`src/rtl/vsg_pkg.sv`:
```
package vsg_pkg;

  // Bit positions match the host byte: [7:6] shift, [5:4] field/vsync, [3:2] delay, [1:0] width
  typedef struct packed {
    logic [1:0] dataShift;
    logic [1:0] fieldSel;
    logic [1:0] edgeDelay;
    logic [1:0] hsWidth;
  } timingByte_t;

  typedef struct packed {
    timingByte_t tb;
    logic        vsyncMode;
  } timingCfg_t;

  // Strobes from control to datapath
  typedef struct packed {
    logic lineStart;
    logic firstEdgeLine;
    logic secondEdgeLine;
    logic oddBody;
  } lineStrobes_t;

  function automatic logic [7:0] pulseCodeLen(input logic [1:0] code);
    case (code)
      2'd0:    return 8'd1;
      2'd1:    return 8'd4;
      2'd2:    return 8'd16;
      default: return 8'd128;
    endcase
  endfunction

  function automatic logic [4:0] delayCodeLen(input logic [1:0] code);
    case (code)
      2'd0:    return 5'd0;
      2'd1:    return 5'd4;
      2'd2:    return 5'd8;
      default: return 5'd16;
    endcase
  endfunction

endpackage

```
`src/rtl/vsg_ctrl.sv`:
```
module vsg_ctrl
  import vsg_pkg::*;
#(
  parameter int LINE_CLKS   = 1728,
  parameter int FRAME_LINES = 625,
  parameter int FIELD_LINES = 313
) (
  input  logic                           clk,
  input  logic                           rst,
  input  logic                           regWe,
  input  logic [7:0]                     regWdata,
  input  logic                           regWmode,
  output logic [7:0]                     regRdata,
  output logic                           regRmode,
  output logic [$clog2(LINE_CLKS)-1:0]   pixCount,
  output lineStrobes_t                   strobes,
  output timingCfg_t                     activeCfg
);

  localparam int PIX_W  = $clog2(LINE_CLKS);
  localparam int LINE_W = $clog2(FRAME_LINES + 1);

  logic [PIX_W-1:0]  pixQ;
  logic [LINE_W-1:0] lineQ;
  timingByte_t       hostByte;
  logic              hostMode;
  timingCfg_t        cfgQ;
  logic              lineEnd;

  assign lineEnd = (pixQ == PIX_W'(LINE_CLKS - 1));

  always_ff @(posedge clk) begin
    if (rst) begin
      pixQ     <= '0;
      lineQ    <= LINE_W'(1);
      hostByte <= '0;
      hostMode <= 1'b0;
      cfgQ     <= '0;
    end else begin
      pixQ <= lineEnd ? '0 : pixQ + 1'b1;
      if (lineEnd) begin
        lineQ <= (lineQ == LINE_W'(FRAME_LINES)) ? LINE_W'(1) : lineQ + 1'b1;
        // settings move to the sync logic only across a line boundary
        cfgQ  <= '{tb: hostByte, vsyncMode: hostMode};
      end
      if (regWe) begin
        hostByte <= timingByte_t'(regWdata);
        hostMode <= regWmode;
      end
    end
  end

  always_comb begin
    strobes.lineStart      = (pixQ == '0);
    strobes.firstEdgeLine  = (lineQ == LINE_W'(1));
    strobes.secondEdgeLine = (lineQ == LINE_W'(FIELD_LINES + 1));
    strobes.oddBody        = (lineQ > LINE_W'(1)) && (lineQ <= LINE_W'(FIELD_LINES));
  end

  assign pixCount  = pixQ;
  assign activeCfg = cfgQ;
  assign regRdata  = hostByte;
  assign regRmode  = hostMode;

endmodule

```
`src/rtl/vsg_dp.sv`:
```
module vsg_dp
  import vsg_pkg::*;
#(
  parameter int LINE_CLKS = 1728
) (
  input  logic                         clk,
  input  logic                         rst,
  input  logic [$clog2(LINE_CLKS)-1:0] pixCount,
  input  lineStrobes_t                 strobes,
  input  timingCfg_t                   activeCfg,
  output logic                         hsyncN,
  output logic                         fvSync,
  output logic                         pixStrobe
);

  localparam int PIX_W = $clog2(LINE_CLKS);
  localparam int W     = PIX_W + 1;
  localparam int HALF  = LINE_CLKS / 2;

  logic [W-1:0] pixW, shiftW, hsEnd, edgeOff, fieldOff, vsEnd;
  logic         hsAct, fieldHigh, vsAct, edgeLine;

  always_comb begin
    pixW     = W'(pixCount);
    shiftW   = W'(activeCfg.tb.dataShift);
    hsEnd    = shiftW + W'(pulseCodeLen(activeCfg.tb.hsWidth));
    edgeOff  = shiftW + W'(delayCodeLen(activeCfg.tb.edgeDelay));
    fieldOff = edgeOff + (activeCfg.tb.fieldSel[0] ? W'(HALF) : '0);
    vsEnd    = edgeOff + W'(pulseCodeLen(activeCfg.tb.fieldSel));
    edgeLine = strobes.firstEdgeLine | strobes.secondEdgeLine;

    hsAct     = (pixW >= shiftW) && (pixW < hsEnd);
    fieldHigh = (strobes.firstEdgeLine && (pixW >= fieldOff)) ||
                strobes.oddBody ||
                (strobes.secondEdgeLine && (pixW < fieldOff));
    vsAct     = edgeLine && (pixW >= edgeOff) && (pixW < vsEnd);
  end

  always_ff @(posedge clk) begin
    if (rst) begin
      hsyncN    <= 1'b1;
      fvSync    <= 1'b0;
      pixStrobe <= 1'b0;
    end else begin
      hsyncN    <= ~hsAct;
      fvSync    <= activeCfg.vsyncMode ? ~vsAct : fieldHigh;
      pixStrobe <= strobes.lineStart;
    end
  end

endmodule

```
`src/rtl/vsync_timing_gen.sv`:
```
module vsync_timing_gen
  import vsg_pkg::*;
#(
  parameter int LINE_CLKS   = 1728,
  parameter int FRAME_LINES = 625,
  parameter int FIELD_LINES = 313
) (
  input  logic       clk,
  input  logic       rst,
  input  logic       regWe,
  input  logic [7:0] regWdata,
  input  logic       regWmode,
  output logic [7:0] regRdata,
  output logic       regRmode,
  output logic       hsyncN,
  output logic       fvSync,
  output logic       pixStrobe
);

  localparam int PIX_W = $clog2(LINE_CLKS);

  logic [PIX_W-1:0] pixCount;
  lineStrobes_t     strobes;
  timingCfg_t       activeCfg;

  vsg_ctrl #(
    .LINE_CLKS(LINE_CLKS), .FRAME_LINES(FRAME_LINES), .FIELD_LINES(FIELD_LINES)
  ) ctrl_i (
    .clk(clk), .rst(rst), .regWe(regWe), .regWdata(regWdata), .regWmode(regWmode),
    .regRdata(regRdata), .regRmode(regRmode), .pixCount(pixCount),
    .strobes(strobes), .activeCfg(activeCfg)
  );

  vsg_dp #(.LINE_CLKS(LINE_CLKS)) dp_i (
    .clk(clk), .rst(rst), .pixCount(pixCount), .strobes(strobes),
    .activeCfg(activeCfg), .hsyncN(hsyncN), .fvSync(fvSync), .pixStrobe(pixStrobe)
  );

endmodule

```
`config.mk`:
```
export PLATFORM = sky130hd
export DESIGN_NAME = vsync_timing_gen
export DESIGN_NICKNAME = d
export VERILOG_FILES = /design/src/rtl/vsg_pkg.sv /design/src/rtl/vsg_ctrl.sv /design/src/rtl/vsg_dp.sv /design/src/rtl/vsync_timing_gen.sv
export SDC_FILE = /design/constraint.sdc
export NUM_CORES = 1
export LEC_CHECK = 0
export ABC_AREA = 1
export BUFFER_PORTS_ARGS = -buffer_cell sky130_fd_sc_hd__buf_4
export CAP_MARGIN = 20
export CORE_UTILIZATION = 38
export DETAILED_ROUTE_END_ITERATION = 7
export PLACE_DENSITY = 0.56
export SETUP_SLACK_MARGIN = 0.5
export SLEW_MARGIN = 20
export SYNTH_ARGS = -nofsm -noshare
export SYNTH_HDL_FRONTEND = slang
export SYNTH_HIERARCHICAL = 1
export SYNTH_SLANG_ARGS = --single-unit
```
`constraint.sdc`:
```
create_clock -name clk -period 2.3 [get_ports clk]
set_clock_uncertainty 0.05 [all_clocks]
set_input_delay 0.46 -clock clk [delete_from_list [all_inputs] [get_ports clk]]
set_output_delay 0.46 -clock clk [all_outputs]
set_load 0.01 [all_outputs]
```
==> qor.csv <==
metric;value;unit
number of global-route vias before repair;2767;
dpl ws;0.193;ns
DP Wirelength;5.69;mm
P per Cell Area;417;nW/um^2
Seq/Total Area, Yosys;27.6;%
Post-synth top flop;dfxtp_1;
largest net degree at the start of global routing;16;
Max FO, Critical Path;4;
CTS buffer count;5;
WL/cell;12.4;um
FMAX;482;MHz
Die X;91.5;um
P_int;1.15;mW
net count after synthesis;510;
Vias/cell;4.89;
Initial Util;39.4;%
Max-slew headroom;73.0;%
Port-buffer cells;23;
Post-Syn Area;3050;um^2
Setup TNS;0;ns
top cell type by total area after synthesis;dfxtp_1;
final worst path period share;90.2;%
antenna cells;0;
Core Util, Final;47.8;%
vias;2968;
ys async rst share;0;%
# hold bufs at CTS;0;
final setup violation count;0;
CTS root buffer;clkbuf_8;
# DRC;0;
Std-Cell Rows;32;
Tmin final;2.07;ns
layout cells sized above 1;21.6;%
Setup crit end kind;register;
GP Congestion;0.876;
Seq cells post-synth;42;
hold depth;3;
Post-synth EDFFs;0;
# IOs;24;
initial antenna violation count;0;
Critical Path AT;2.21;ns
Crit Path Class;reg2reg;
CTS H-tree depth;2;
Clock power frac;38.9;%
post-route ant nets;0;
Total GRT Usage;18.7;%
post-synth cell types;35;
most frequent cell after synthesis;nand2_1;
worst-margin pin slew;0.404;ns
unrepaired setup endpoints after global routing;true;
Clk Latency, worst-skew pair;0.29;ns
Flop pwr share;49.4;%
worst r2r path cells;14;
Syn Area/Cell;6.54;um^2
Worst setup SP type;register;
fin. max-slew vios;0;
Power, Total;1.54;mW
Iteration-0 DRC Markers;90;
Max VDD drop;0.352;mV
Synth area leaders;dfxtp_1, nand2_1, ha_1;
global route overflow;0;
Synth Warn #;6;
Sw Pwr;392;uW
clock sinks;42;
Crit path required time;2.44;ns
CORE AREA;7730;um^2
min-delay worst type;in2reg;
global-route wire length before repair;12.6;mm
status;complete, no violations;
post-route setup slack;0.225;ns
cells after synthesis;466;
Clk pin slew, worst setup/hold paths;0.09;ns
Bufs on Longest Clock Path;2;
Die Y;91.5;um
area delta synth->final;21.3;%
area share of the largest cell type after synthesis;27.6;%
CTS tree;yes;
Die Area;8380;um^2
drt first pass iters;4;
final net count;548;
most frequent cells after synthesis;nand2_1, nor2_1, inv_1;
Sw Ratio;25.4;%
P_leak;1.71;nW
Fin. Hold Viols;0;
final wirelength;7.55;mm
max cap viols;0;
Combinational Power Share;11.8;%
[power groups by stage]
stage	combinational, mW	clock (mW)	sequential [mW]
floorplan	0.0964	0	0.788
global placement	0.176	0	0.781
detailed placement	0.177	0	0.782
CTS	0.177	0.620	0.763
global route	0.207	0.656	0.765
finish	0.181	0.600	0.761
[critical path, stage by stage, from the launching register on]
cell and delay [ns]:
dfxtp_2 0.40, buf_4 0.13, inv_1 0.03, nor2_1 0.09, ha_1 0.27, xnor2_1 0.18
ha_1 0.27, a21oi_2 0.12, nor2_1 0.06, nor2_1 0.09, nand2_1 0.05, nand2_1 0.06
nand3_2 0.05, nand2_1 0.06, nor2_1 0.04
[stage by stage]
step	area, um^2	hold WS [ns]	cells
CTS	3540	0.329	603
global route	3690	0.328	607
finish	3690	0.338	607
detailed placement	3360	0.419	590
global placement	3360	0.412	590
floorplan	3050	0.391	466
[repair_timing]
item / in CTS / in global routing
endpoints found under the setup margin: 2 / 19
hold endpoints to repair: 0 / 0
pin swaps: 6 / 20
setup buffers: 5 / 4
gates resized for setup: 12 / 29
[cells in the final DEF, fill, tap and decap left out, drive strengths merged, types with 3 or more instances in the layout]
| cell | netlist | final |
|---|---|---|
| o21ai | 15 | 15 |
| xnor2 | 3 | 3 |
| ha | 32 | 32 |
| nand3 | 33 | 33 |
| nand4 | 10 | 10 |
| or2 | 3 | 3 |
| nand2 | 124 | 124 |
| inv | 64 | 64 |
| nor3 | 8 | 8 |
| nor2 | 81 | 81 |
| dfxtp | 42 | 42 |
| a21oi | 32 | 32 |
| buf | 4 | 38 |
| clkbuf | 3 | 5 |
[flip-flops by register name, indices dropped and copies added, names as in the netlist]
register          cells
ctrl_i/pixCount      11
ctrl_i/lineQ         10
ctrl_i/activeCfg      9
ctrl_i/regRdata       8
ctrl_i/regRmode       1
dp_i/fvSync           1
dp_i/hsyncN           1
dp_i/pixStrobe        1
[per-layer routing]
metal | vias to the layer above | routed length (um) | track usage (%)
met5 | - | 0 | 0
met4 | 0 | 96 | 5.69
met3 | 7 | 293 | 2.43
met2 | 51 | 3510 | 31.9
met1 | 1340 | 3650 | 24.4
li1 | 1570 | - | -
[cells by family after synthesis]
family,Yosys count,synth area share (%)
compound gates,49,8.55
xor+xnor,5,1.44
fa+ha+maj,32,13.1
buf+inv,72,9.33
flops,42,27.6
simple gates,266,39.9
[area by class of cell]
cell class / count / area (um^2)
multi-input combinational: 352 / 2060
clock buffer: 5 / 68.8
tap: 102 / 128
fill: 803 / 4030
sequential: 42 / 861
timing repair buffer: 38 / 285
inverter: 65 / 246
clock inverter: 3 / 45.0
[worst paths after layout]
path	startpoint	end	slack, ns
worst max-delay path	ctrl_i/activeCfg[6]	dp_i/fvSync	0.23
worst min-delay path	regWmode	ctrl_i/regRmode	0.34
worst max register to register	ctrl_i/activeCfg[6]	dp_i/fvSync	0.23
worst min register to register	ctrl_i/pixCount[0]	ctrl_i/pixCount[0]	0.42
(Power assumes the default switching activity.)
